File: src/rtl/wdog_pkg.sv
package wdog_pkg;
  localparam int PRESC_W  = 8;
  localparam int SEL_W    = 2;
  localparam int BASE_LOG2 = 4;

  typedef struct packed {
    logic [PRESC_W-1:0] presc;
    logic [SEL_W-1:0]   div_sel;
    logic               enable;
    logic               irq_en;
    logic               rst_en;
  } wdog_ctrl_t;

  localparam logic [1:0] WORD_CTRL   = 2'd0;
  localparam logic [1:0] WORD_RELOAD = 2'd1;
  localparam logic [1:0] WORD_COUNT  = 2'd2;
  localparam logic [1:0] WORD_CLEAR  = 2'd3;

  localparam int BIT_RST_EN = 0;
  localparam int BIT_IRQ_EN = 2;
  localparam int BIT_SEL_LO = 3;
  localparam int BIT_ENABLE = 5;
  localparam int BIT_PRESC_LO = 8;
endpackage

File: src/rtl/wdog_prescaler.sv
module wdog_prescaler
  import wdog_pkg::*;
#(
  parameter int P_W  = PRESC_W,
  parameter int S_W  = SEL_W,
  parameter int B_L2 = BASE_LOG2
) (
  input  logic           clk,
  input  logic           rst_n,
  input  logic           enable,
  input  logic [P_W-1:0] presc,
  input  logic [S_W-1:0] div_sel,
  output logic           tick
);
  localparam int MAX_L2 = B_L2 + (1 << S_W) - 1;
  localparam int DIV_W  = MAX_L2;

  logic [P_W-1:0]   pcnt_q, pcnt_d;
  logic [DIV_W-1:0] dcnt_q, dcnt_d;
  logic [DIV_W-1:0] dlast;
  logic             stage1;

  always_comb begin
    dlast = DIV_W'((1 << (B_L2 + int'(div_sel))) - 1);
  end

  always_comb begin
    stage1 = enable && (pcnt_q >= presc);
    tick   = stage1 && (dcnt_q >= dlast);
    pcnt_d = pcnt_q;
    dcnt_d = dcnt_q;
    if (!enable) begin
      pcnt_d = '0;
      dcnt_d = '0;
    end else if (stage1) begin
      pcnt_d = '0;
      dcnt_d = tick ? '0 : dcnt_q + 1'b1;
    end else begin
      pcnt_d = pcnt_q + 1'b1;
    end
  end

  always_ff @(posedge clk or negedge rst_n) begin
    if (!rst_n) begin
      pcnt_q <= '0;
      dcnt_q <= '0;
    end else begin
      pcnt_q <= pcnt_d;
      dcnt_q <= dcnt_d;
    end
  end

  assert_tick_spacing_R3: assert property (@(posedge clk) disable iff (!rst_n)
    tick |=> !tick);
endmodule

File: src/rtl/wdog_counter.sv
module wdog_counter #(
  parameter int CNT_W = 16,
  parameter logic [CNT_W-1:0] CNT_RST = 16'h8000
) (
  input  logic             clk,
  input  logic             rst_n,
  input  logic             enable,
  input  logic             tick,
  input  logic             load_we,
  input  logic [CNT_W-1:0] load_val,
  input  logic [CNT_W-1:0] reload_val,
  output logic [CNT_W-1:0] cnt,
  output logic             expire
);
  logic [CNT_W-1:0] cnt_q, cnt_d;
  logic             at_zero;

  always_comb begin
    at_zero = (cnt_q == '0);
    expire  = tick && at_zero && !load_we;
    cnt_d   = cnt_q;
    if (load_we)
      cnt_d = load_val;
    else if (tick)
      cnt_d = at_zero ? reload_val : cnt_q - 1'b1;
  end

  always_ff @(posedge clk or negedge rst_n) begin
    if (!rst_n) cnt_q <= CNT_RST;
    else        cnt_q <= cnt_d;
  end

  assign cnt = cnt_q;

  assert_step_down_R4: assert property (@(posedge clk) disable iff (!rst_n)
    (tick && cnt_q != '0 && !load_we) |=> cnt_q == $past(cnt_q) - 1'b1);
  assert_reload_R4: assert property (@(posedge clk) disable iff (!rst_n)
    (tick && cnt_q == '0 && !load_we) |=> cnt_q == $past(reload_val));
  assert_keepalive_R5: assert property (@(posedge clk) disable iff (!rst_n)
    load_we |=> cnt_q == $past(load_val));
  assert_frozen_R8: assert property (@(posedge clk) disable iff (!rst_n)
    (!enable && !load_we) |=> $stable(cnt_q));
endmodule

File: src/rtl/wdog_action.sv
module wdog_action #(
  parameter int RST_CYCLES = 128
) (
  input  logic clk,
  input  logic rst_n,
  input  logic expire,
  input  logic rst_en,
  input  logic irq_en,
  input  logic irq_clr,
  output logic rst_req,
  output logic irq
);
  localparam int LEFT_W = $clog2(RST_CYCLES + 1);

  logic [LEFT_W-1:0] left_q, left_d;
  logic              flag_q, flag_d;

  always_comb begin
    left_d = left_q;
    if (expire && rst_en)   left_d = LEFT_W'(RST_CYCLES);
    else if (left_q != '0)  left_d = left_q - 1'b1;
    flag_d = flag_q;
    if (expire && irq_en)   flag_d = 1'b1;
    else if (irq_clr)       flag_d = 1'b0;
  end

  always_ff @(posedge clk or negedge rst_n) begin
    if (!rst_n) begin
      left_q <= '0;
      flag_q <= 1'b0;
    end else begin
      left_q <= left_d;
      flag_q <= flag_d;
    end
  end

  assign rst_req = (left_q != '0);
  assign irq     = flag_q;

  assert_rst_cause_R6: assert property (@(posedge clk) disable iff (!rst_n)
    $rose(rst_req) |-> $past(expire && rst_en));
  assert_irq_sticky_R7: assert property (@(posedge clk) disable iff (!rst_n)
    (irq && !irq_clr) |=> irq);
  assert_irq_cause_R9: assert property (@(posedge clk) disable iff (!rst_n)
    $rose(irq) |-> $past(irq_en));
endmodule

File: src/rtl/wdog_timer.sv
module wdog_timer
  import wdog_pkg::*;
#(
  parameter int ADDR_W     = 4,
  parameter int DATA_W     = 32,
  parameter int CNT_W      = 16,
  parameter int RST_CYCLES = 128
) (
  input  logic              clk,
  input  logic              rst_n,
  input  logic [ADDR_W-1:0] bus_addr,
  input  logic              bus_we,
  input  logic [DATA_W-1:0] bus_wdata,
  output logic [DATA_W-1:0] bus_rdata,
  output logic              irq,
  output logic              rst_req
);
  localparam logic [CNT_W-1:0] CNT_RST = CNT_W'(1 << (CNT_W - 1));
  localparam wdog_ctrl_t CTRL_RST = '{presc: PRESC_W'(8'h80), div_sel: '0,
                                      enable: 1'b1, irq_en: 1'b0, rst_en: 1'b1};

  wdog_ctrl_t       ctrl_q, ctrl_d;
  logic [CNT_W-1:0] reload_q, reload_d;
  logic [1:0]       word;
  logic             wr_ctrl, wr_reload, wr_count, wr_clear;
  logic             tick, expire;
  logic [CNT_W-1:0] cnt;

  assign word      = bus_addr[3:2];
  assign wr_ctrl   = bus_we && (word == WORD_CTRL);
  assign wr_reload = bus_we && (word == WORD_RELOAD);
  assign wr_count  = bus_we && (word == WORD_COUNT);
  assign wr_clear  = bus_we && (word == WORD_CLEAR);

  always_comb begin
    ctrl_d   = ctrl_q;
    reload_d = reload_q;
    if (wr_ctrl) begin
      ctrl_d.rst_en  = bus_wdata[BIT_RST_EN];
      ctrl_d.irq_en  = bus_wdata[BIT_IRQ_EN];
      ctrl_d.enable  = bus_wdata[BIT_ENABLE];
      ctrl_d.div_sel = bus_wdata[BIT_SEL_LO +: SEL_W];
      ctrl_d.presc   = bus_wdata[BIT_PRESC_LO +: PRESC_W];
    end
    if (wr_reload) reload_d = bus_wdata[CNT_W-1:0];
  end

  always_ff @(posedge clk or negedge rst_n) begin
    if (!rst_n) begin
      ctrl_q   <= CTRL_RST;
      reload_q <= CNT_RST;
    end else begin
      ctrl_q   <= ctrl_d;
      reload_q <= reload_d;
    end
  end

  always_comb begin
    bus_rdata = '0;
    unique case (word)
      WORD_CTRL: begin
        bus_rdata[BIT_RST_EN] = ctrl_q.rst_en;
        bus_rdata[BIT_IRQ_EN] = ctrl_q.irq_en;
        bus_rdata[BIT_ENABLE] = ctrl_q.enable;
        bus_rdata[BIT_SEL_LO +: SEL_W]     = ctrl_q.div_sel;
        bus_rdata[BIT_PRESC_LO +: PRESC_W] = ctrl_q.presc;
      end
      WORD_RELOAD: bus_rdata[CNT_W-1:0] = reload_q;
      WORD_COUNT:  bus_rdata[CNT_W-1:0] = cnt;
      default:     bus_rdata = '0;
    endcase
  end

  wdog_prescaler #(.P_W(PRESC_W), .S_W(SEL_W), .B_L2(BASE_LOG2)) u_presc (
    .clk(clk), .rst_n(rst_n), .enable(ctrl_q.enable),
    .presc(ctrl_q.presc), .div_sel(ctrl_q.div_sel), .tick(tick));

  wdog_counter #(.CNT_W(CNT_W), .CNT_RST(CNT_RST)) u_count (
    .clk(clk), .rst_n(rst_n), .enable(ctrl_q.enable), .tick(tick),
    .load_we(wr_count), .load_val(bus_wdata[CNT_W-1:0]),
    .reload_val(reload_q), .cnt(cnt), .expire(expire));

  wdog_action #(.RST_CYCLES(RST_CYCLES)) u_act (
    .clk(clk), .rst_n(rst_n), .expire(expire), .rst_en(ctrl_q.rst_en),
    .irq_en(ctrl_q.irq_en), .irq_clr(wr_clear && bus_wdata[0]),
    .rst_req(rst_req), .irq(irq));

  assert_tick_gated_R8: assert property (@(posedge clk) disable iff (!rst_n)
    tick |-> ctrl_q.enable);
  assert_no_rst_without_en_R9: assert property (@(posedge clk) disable iff (!rst_n)
    (expire && !ctrl_q.rst_en && !rst_req) |=> !rst_req);
endmodule

File: config.mk
export PLATFORM = sky130hd
export DESIGN_NAME = wdog_timer
export DESIGN_NICKNAME = d
export VERILOG_FILES = /design/src/rtl/wdog_pkg.sv /design/src/rtl/wdog_prescaler.sv /design/src/rtl/wdog_counter.sv /design/src/rtl/wdog_action.sv /design/src/rtl/wdog_timer.sv
export SDC_FILE = /design/constraint.sdc
export NUM_CORES = 1
export LEC_CHECK = 0
export BUFFER_PORTS_ARGS = -buffer_cell sky130_fd_sc_hd__buf_2
export CAP_MARGIN = 20
export CORE_ASPECT_RATIO = 0.75
export CORE_MARGIN = 2
export CORE_UTILIZATION = 51
export CTS_CLUSTER_DIAMETER = 200
export DETAILED_ROUTE_END_ITERATION = 16
export PLACE_DENSITY = 0.77
export SYNTH_ARGS = -nofsm -noshare
export SYNTH_HDL_FRONTEND = slang
export SYNTH_SLANG_ARGS = --single-unit
File: constraint.sdc
create_clock -name clk -period 2.3 [get_ports clk]
set_input_delay 0.115 -clock clk [delete_from_list [all_inputs] [get_ports clk]]
set_output_delay 0.115 -clock clk [all_outputs]
set_load 0.03 [all_outputs]
; ---- Word-level counts from Yosys, hierarchy flattened
; Cells that the tools add are included.
[op_classes]
add_sub_neg = 6
n_lt_le_gt_ge = 2
n_shift = 1
muxes = 17
n_eq_ne = 4
reduce_logical = 18
[op_table]
columns = operator, count
row1 = 2-to-1 mux 16 bit, 3
row2 = 2-to-1 mux 8 bit, 4
row3 = "left shift 1 x 32 -> 7 bit, first input constant", 1
row4 = case mux 8 bit (3 select lines), 1
row5 = 2-to-1 mux 7 bit, 3
row6 = zero test 16 bit, 1
row7 = "subtractor 16 x 1 -> 16 bit, second input constant", 1
row8 = case mux 4 bit (3 select lines), 1
row9 = logical AND 1 bit, 11
row10 = "adder 8 x 1 -> 8 bit, second input constant", 1
row11 = >= comparator 8 bit, 1
row12 = nonzero test 8 bit, 1
row13 = "subtractor 8 x 1 -> 8 bit, second input constant", 1
row14 = "adder 7 x 1 -> 7 bit, second input constant", 1
row15 = >= comparator 7 bit, 1
row16 = "subtractor 7 x 2 -> 7 bit, second input constant", 1
row17 = nonzero test 2 bit, 3
row18 = "adder 3 x 2 -> 4 bit, first input constant", 1
row19 = "equality test 2 bit, second input constant", 2
row20 = case mux 2 bit (2 select lines), 1
row21 = case mux 1 bit (3 select lines), 1
row22 = "equality test 2 x 1 -> 1 bit, second input constant", 1
row23 = zero test 2 bit, 1
row24 = 2-to-1 mux 1 bit, 2
row25 = 3 further kinds, 3
[totals]
inputBits = 39
word_cells = 59
regBits = 69
output_inout_bits = 34

; ---- Logic depth before layout (Yosys ltp)
; Gate-level depths: netlist of run 1.
[logic_depth]
word_depth = 9
ltp_mapped = 10
ltp_nobuf = 9

; ---- Cells and area by module
; A second synthesis of run 1 with hierarchy kept.
[hier_totals]
cells_unflattened = 453
area_unflattened_um2 = 4538.1
[modules_own_cells]
columns = module, instances, cells_each, area_each_um2
row1 = wdog_timer, 1, 126, 1630.3
row2 = wdog_counter, 1, 157, 1285.0
row3 = wdog_prescaler, 1, 116, 1118.6
row4 = wdog_action, 1, 54, 504.2

; ---- Worst setup path before layout of run 1
; No wires, ideal clock.
[synth_timing]
kind = register -> register
from = reg ctrl_q[12] (netlist name)
to = reg u_count.cnt_q[8], in the netlist u_count.cnt[8]
setup_time_ns = 0.126
path_slack_ns = 0.005
required_ns = 2.174
stages_incl_launch_ff = 10
t_arrival_ns = 2.168
cell_sequence = dfstp_2 inv_1 ha_1 nand2_1 o21ai_0 a21oi_4 or2_0 buf_2 o311a_1 a221o_1
[synth_between]
elab_chain_cells = 4
[synth_lines]
columns = item, line_no
row1 = start: declaration, wdog_timer.sv:22  ; wdog_ctrl_t ctrl_q, ctrl_d;
row2 = start signal: assignment, wdog_timer.sv:53  ; ctrl_q <= ctrl_d;
row3 = >= comparator 8 bit, wdog_prescaler.sv:28  ; stage1 = enable && (pcnt_q >= presc);
row4 = logical AND 1 bit, wdog_prescaler.sv:28
row5 = logical AND 1 bit, wdog_prescaler.sv:29  ; tick = stage1 && (dcnt_q >= dlast);
row6 = nonzero test 2 bit (no line), n/a
row7 = end signal: assignment, wdog_counter.sv:30  ; else cnt_q <= cnt_d;
row8 = end: declaration, wdog_counter.sv:15  ; logic [CNT_W-1:0] cnt_q, cnt_d;
; Every way passes these cells.
; A chain may end at the register's enable or synchronous reset.

; ---- Final worst setup path of run 1
; Ends and elaborated chain as after synthesis.

==> results of run 1 <==
cells by family (layout without fill, tap and decap cells):
| kind of cell | after synthesis | count (layout) | synth area share (%) |
|---|---|---|---|
| AO/OA/AOI/OAI | 87 | 87 | 15.7 |
| AND/OR/NAND/NOR | 144 | 144 | 18.2 |
| adder cells (fa/ha/maj) | 19 | 19 | 5.71 |
| multiplexers | 34 | 34 | 9.08 |
| other | 1 | 16 | 0.0901 |
| buffers and inverters | 55 | 115 | 7.49 |
| XOR/XNOR | 10 | 10 | 2.11 |
| flip-flops | 69 | 69 | 41.7 |
cell usage after synthesis, types with 9 or more instances:
cell type	count	area (um^2)
sky130_fd_sc_hd__buf_4	19	143
sky130_fd_sc_hd__clkbuf_1	10	37.5
sky130_fd_sc_hd__nand3_1	13	65.1
sky130_fd_sc_hd__mux2_2	30	338
sky130_fd_sc_hd__ha_1	19	238
sky130_fd_sc_hd__o21ai_0	9	45.0
sky130_fd_sc_hd__a21oi_1	14	70.1
sky130_fd_sc_hd__a222oi_1	13	130
sky130_fd_sc_hd__nor2_1	49	184
sky130_fd_sc_hd__dfrtp_1	64	1600
sky130_fd_sc_hd__nand2_1	30	113
sky130_fd_sc_hd__inv_1	19	71.3
report_power, final:
part / internal (mW) / switching [mW]
Combinational: 0.348 / 0.462
Clock: 0.592 / 0.455
Sequential: 1.38 / 0.174
Total: 2.32 / 1.09
per-stage QoR:
step	total power [mW]	hold slack, ns	TNS, ns
2_1_floorplan	2.09	-0.181	0
3_3_place_gp	2.31	0.168	-0.0411
3_5_place_dp	2.34	0.173	-0.403
4_1_cts	3.39	0.00755	0
5_1_grt	3.57	0.00374	-0.0162
6_report	3.41	0.0153	0
per-layer routing:
layer / global-route usage (%) / wire length (um) / up-vias
li1: - / - / 1651
met4: 4.87 / 137 / 0
met3: 7.54 / 1080 / 22
met1: 34.9 / 4770 / 1780
met2: 40.3 / 4910 / 190
met5: 0 / 0 / -
area by class of cell:
type	instances	area, um^2
Clock inverter	1	30.0
Inverter	20	75.1
Multi-Input combinational cell	310	2250
Tap cell	105	131
Timing Repair Buffer	79	520
Clock buffer	15	176
Sequential cell	69	1730
Fill cell	703	3000
final timing paths:
kind	slack, ns	cells past startpoint	to
worst max-delay path	0.03	9	u_count.cnt[8]
worst min-delay path	0.02	2	reload_q[7]
worst max register to register	0.03	9	u_count.cnt[8]
worst min register to register	0.50	1	u_presc.dcnt_q[6]
max in group asynchronous	1.65	3	ctrl_q[0]
min in group asynchronous	0.32	3	u_count.cnt[8]
what timing repair did:
| action | in CTS | in global routing |
|---|---|---|
| buffers inserted | 4 | 4 |
| hold buffers | 2 | 0 |
| endpoints found under the setup margin | 11 | 26 |
| pin swaps | 2 | 6 |
| gates cloned | 0 | 2 |
| hold endpoints to repair | 65 | 0 |
| resized for setup | 13 | 15 |
worst max-delay path, stage by stage, from the launching register on:
cell	delay [ns]
sky130_fd_sc_hd__dfstp_2	0.53
sky130_fd_sc_hd__inv_1	0.06
sky130_fd_sc_hd__ha_4	0.27
sky130_fd_sc_hd__nand2_1	0.06
sky130_fd_sc_hd__o21ai_2	0.13
sky130_fd_sc_hd__buf_4	0.14
sky130_fd_sc_hd__a21oi_4	0.04
sky130_fd_sc_hd__or2_4	0.28
sky130_fd_sc_hd__o311a_1	0.34
sky130_fd_sc_hd__a221o_1	0.29
flip-flops by register name (all words and copies together) (netlist names):
register / flops
u_presc.pcnt_q: 8
reload_q: 16
u_act.left_q: 8
u_presc.dcnt_q: 7
u_act.irq: 1
u_count.cnt: 16
ctrl_q: 13
==> run metrics, run 1 <==
status=completed; detail-routed via count per cell=6.08; clock slew seen by the registers of the worst setup and hold paths=about 0.080 ns; First-pass DRT Iterations=7; TritonCTS buffer count=9; number of distinct standard cells referenced by the synthesized netlist=69; post-synth design cell area=0.00416 mm^2; Crit. Startpoint=ctrl_q[12]; ant diodes=0; number of instances in the synthesized netlist=roughly 420; sum of routed wire length over all layers=10900 um; post-placement worst setup slack=-0.110 ns; Routed Antenna Nets=0; dpl cells=571; flip-flop cell with the highest count after synthesis=sky130_fd_sc_hd__dfrtp_1; TritonCTS clock tree=built; wire length of the first global-routing pass=around 17000 um; overflow left after global routing=0; number of cells in the finished layout apart from fillers=599; net count of the finished layout=547; required time at the endpoint of the critical path=2.54 ns; total vias in the final route=3643; violation count after the first detailed-route iteration=484; Global Route Usage Sum=25.3%; DRC violation count after routing=0; synthesis-to-layout area growth=18.3%; final worst path period share=98.7%; largest voltage drop on the vdd net=0.416 mV; maximum clock insertion buffer count=2; Worst EP arrival=2.51 ns; leakage=2.25 nW; Critical Path Sink Type=register; initial standard-cell utilization of the core=52.5%; final core area utilization=62.1%; HPWL after detailed placement=approximately 7400 um; worst min-delay path category=input port to register; post-synthesis sequential area ratio=41.7%; PwrDens=about 700 mW/mm^2; minimum clock period after layout=2.27 ns; count of maximum capacitance violations=0; count of endpoints failing hold in the final timing report=0; startpoint of the lowest-slack hold path=bus_wdata[7]; synthesis warning total=0; Clk Tree Root Cell=sky130_fd_sc_hd__clkbuf_8; final number of max-transition violations=0; placed cell areas=0.00453 mm^2; Worst Path Class, Setup=register to register; most common library cell in the layout ignoring fill and taps=sky130_fd_sc_hd__dfrtp_1; proportion of register bits with asynchronous set or reset after synthesis=100%; Syn Area/Cell=9.93 um^2; Seq cells post-synth=69; Startpoint Class=register; count of clock tree sinks=about 70; maximum level of the CTS H-tree=3; Clock Latency Late Sink=0.36 ns; largest net degree at the start of global routing=70; via count of the first global-routing pass=3433; vertical die dimension=82.2 um; Final setup violation count=0; EDFF count, synth=0; number of port buffers=38; max_slew headroom=about 55%; final instance area=roughly 0.0049 mm^2; Total Die Area=0.00890 mm^2; routability congestion estimate=approximately 0.87; average detailed-routed wire length per instance=18.2 um; Fmax achieved=between 400 and 500 MHz; worst setup margin=around 0.03 ns; initial antenna violation count=0; fraction of layout instances using a drive strength above 1=31.6%; most used cells in the layout excluding fill and tap cells=sky130_fd_sc_hd__dfrtp_1 (64), sky130_fd_sc_hd__nor2_1 (48), sky130_fd_sc_hd__buf_2 (39); num rows=28; I/O pin count=73; clk_skew=0.0101 ns; startpoint of the most critical register-to-register path=ctrl_q[12]; x dimension of the die=108 um; worst slew pin tran=0.675 ns; biggest fanout along the worst timing path=6; standard cell core area=0.00792 mm^2
No activity file was read; power rests on OpenSTA's default activity.
==> run 2, diff against run 1 <==
--- a/config.mk
+++ b/config.mk
@@ -9,10 +9,9 @@
 export CAP_MARGIN = 20
 export CORE_ASPECT_RATIO = 0.75
 export CORE_MARGIN = 2
-export CORE_UTILIZATION = 51
+export CORE_UTILIZATION = 30
 export CTS_CLUSTER_DIAMETER = 200
 export DETAILED_ROUTE_END_ITERATION = 16
-export PLACE_DENSITY = 0.77
 export SYNTH_ARGS = -nofsm -noshare
 export SYNTH_HDL_FRONTEND = slang
 export SYNTH_SLANG_ARGS = --single-unit
==> run 2 against run 1 <==
Combinational power rose by 5.6%. Highest routed layer unchanged. Via count fell by 1.7%. Utilization fell by 24 points. Worst hold slack improved by 0.0099 ns.
==> run metrics, run 2 (synthesis gave the netlist of run 1 again) <==
count of maximum capacitance violations=0 (unchanged); Global Route Usage Sum=15.3% (-10 points); critical-path cell with the highest stage delay=sky130_fd_sc_hd__or3_4; max_slew headroom=53.1% (-1.9 points); biggest fanout along the worst timing path=5 (-1); status=completed; TritonCTS clock tree=built; Worst EP arrival=2.16 ns (-0.35 ns); number of port buffers=38 (unchanged); maximum level of the CTS H-tree=3 (unchanged); total vias in the final route=3582 (-1.7%); net count of the finished layout=555 (+1.5%); sum of routed wire length over all layers=11000 um (+0.72%); final number of max-transition violations=0 (unchanged); leakage=2.33 nW (+3.5%); vertical die dimension=106 um (+29%); Worst Path Class, Setup=register to output port; average detailed-routed wire length per instance=16.2 um (-11%); largest voltage drop on the vdd net=0.517 mV (+24%); number of cells in the finished layout apart from fillers=677 (+13%); Critical Path Sink Type=output port; Total Die Area=0.0148 mm^2 (+67%); count of endpoints failing hold in the final timing report=0 (unchanged); clk_skew=0.00754 ns (-0.00255 ns); violation count after the first detailed-route iteration=380 (-21%); PwrDens=735 mW/mm^2 (+6.0%); I/O pin count=73 (unchanged); initial standard-cell utilization of the core=30.6% (-22 points); layout filler cell count=1361 (+94%); dpl cells=652 (+14%); most used cells in the layout excluding fill and tap cells=sky130_fd_sc_hd__dfrtp_1 (63), sky130_fd_sc_hd__nor2_1 (49), sky130_fd_sc_hd__buf_4 (46); clock slew seen by the registers of the worst setup and hold paths=0.06 ns (-0.02 ns); overflow left after global routing=0 (unchanged); most numerous cell on the critical path=sky130_fd_sc_hd__inv_2; Clk Tree Root Cell=sky130_fd_sc_hd__clkbuf_16; Routed Antenna Nets=0 (unchanged); synthesis-to-layout area growth=23.5%; largest net degree at the start of global routing=42 (-40%); initial antenna violation count=0 (unchanged); fraction of layout instances using a drive strength above 1=32.3% (+0.69 points); detail-routed via count per cell=5.29 (-13%); First-pass DRT Iterations=5 (-2); minimum clock period after layout=2.27 ns (+0.00148 ns); wire length of the first global-routing pass=18200 um (+5.9%); Final setup violation count=0 (unchanged); num rows=37 (+32%); maximum clock insertion buffer count=2 (unchanged); most common library cell in the layout ignoring fill and taps=sky130_fd_sc_hd__dfrtp_1; count of clock tree sinks=69 (unchanged); buffer and inverter count on the worst path=3 (+1); Startpoint Class=register; via count of the first global-routing pass=3499 (+1.9%); ant diodes=0 (unchanged); RSZ-0062 raised after global routing=yes; total negative slack for setup checks=0 ns (unchanged); final worst path period share=98.8% (about the same); TritonCTS buffer count=9 (unchanged); top cell family by delay on the critical path=simple AND/OR/NAND/NOR gates; Fmax achieved=440 MHz (about the same); DRC violation count after routing=0 (unchanged); crit-path max cell delay=0.40 ns (-0.13 ns); worst slew pin tran=0.703 ns (+0.0282 ns); required time at the endpoint of the critical path=2.18 ns (-0.36 ns); x dimension of the die=140 um (+29%); routability congestion estimate=0.929 (+7.0%); HPWL after detailed placement=8200 um (+11%); worst-path cell chain=inv_2 > ha_4 > or3b_4 > or3_4 > nor3_4 > inv_2 > buf_6; standard cell core area=0.0136 mm^2 (+72%); worst min-delay path category=input port to register; Clock Latency Late Sink=0.34 ns (-0.02 ns)
==> run 2: path summary, 6_finish.rpt <==
path | slack (ns) | depth (start not counted) | from | endpoint
max reg2reg | 0.09 | 8 | ctrl_q[12] | u_count.cnt[8]
max | 0.03 | 7 | u_act.left_q[0] | rst_req
min in group asynchronous | 0.36 | 2 | rst_n | reload_q[9]
min reg2reg | 0.51 | 1 | u_presc.dcnt_q[6] | u_presc.dcnt_q[6]
max in group asynchronous | 1.21 | 3 | rst_n | ctrl_q[0]
min | 0.03 | 3 | bus_wdata[1] | u_count.cnt[1]
==> run 2: per-layer routing <==
metal  track usage, %  up-vias  routed length (um)
met5                0        -                   0
met2             23.9      130                4980
li1                 -     1673                   -
met3             3.15       12                 678
met1             21.5     1767                5200
met4             4.36        0                 113
==> run 2: power by group <==
| part | total (mW) | internal [mW] | switching (mW) |
|---|---|---|---|
| registers | 1.54 | 1.38 | 0.152 |
| clock network | 1.39 | 0.866 | 0.521 |
| logic | 0.855 | 0.368 | 0.486 |
| total | 3.78 | 2.62 | 1.16 |
==> run 2: what timing repair did <==
item	4_1_cts	5_1_grt
setup buffers	0	8
pin swaps	0	7
setup endpoints to repair	11	17
endpoints found under the hold margin	25	0
resized for setup	8	13
hold buffers	1	0
==> run 2: metrics by stage <==
step                      hold WS [ns]  total power, mW  util (%)  setup WS [ns]  area, um^2
after floorplan                 -0.181             2.09         -        0.00546        4220
after global placement           0.194             2.36      34.5        -0.0388        4700
after detailed placement         0.204             2.39      34.5        -0.0999        4700
after CTS                      0.00438             3.79      37.0        -0.0185        5040
after global routing            0.0245             3.96      37.7        -0.0567        5140
final                           0.0253             3.78      37.7         0.0287        5140
==> run 2: worst reg2reg max path, cell delays in order (launching register included) <==
cell and delay [ns]:
sky130_fd_sc_hd__dfstp_2 0.52, sky130_fd_sc_hd__inv_1 0.06, sky130_fd_sc_hd__ha_4 0.27, sky130_fd_sc_hd__nand4_1 0.10
sky130_fd_sc_hd__a21oi_2 0.18, sky130_fd_sc_hd__a21oi_4 0.08, sky130_fd_sc_hd__or2_4 0.28, sky130_fd_sc_hd__o311a_1 0.34
sky130_fd_sc_hd__a221o_1 0.25
==> run 2: final cells by class <==
cell class / instances / area (um^2) / area share (%)
multi-input cells: 310 / 2230 / 43.4
clock inverters: 4 / 47.5 / 0.925
inverters: 20 / 75.1 / 1.46
clock buffers: 12 / 246 / 4.80
repair buffers: 87 / 583 / 11.3
flip-flops and latches: 69 / 1730 / 33.8
well taps: 175 / 219 / 4.26
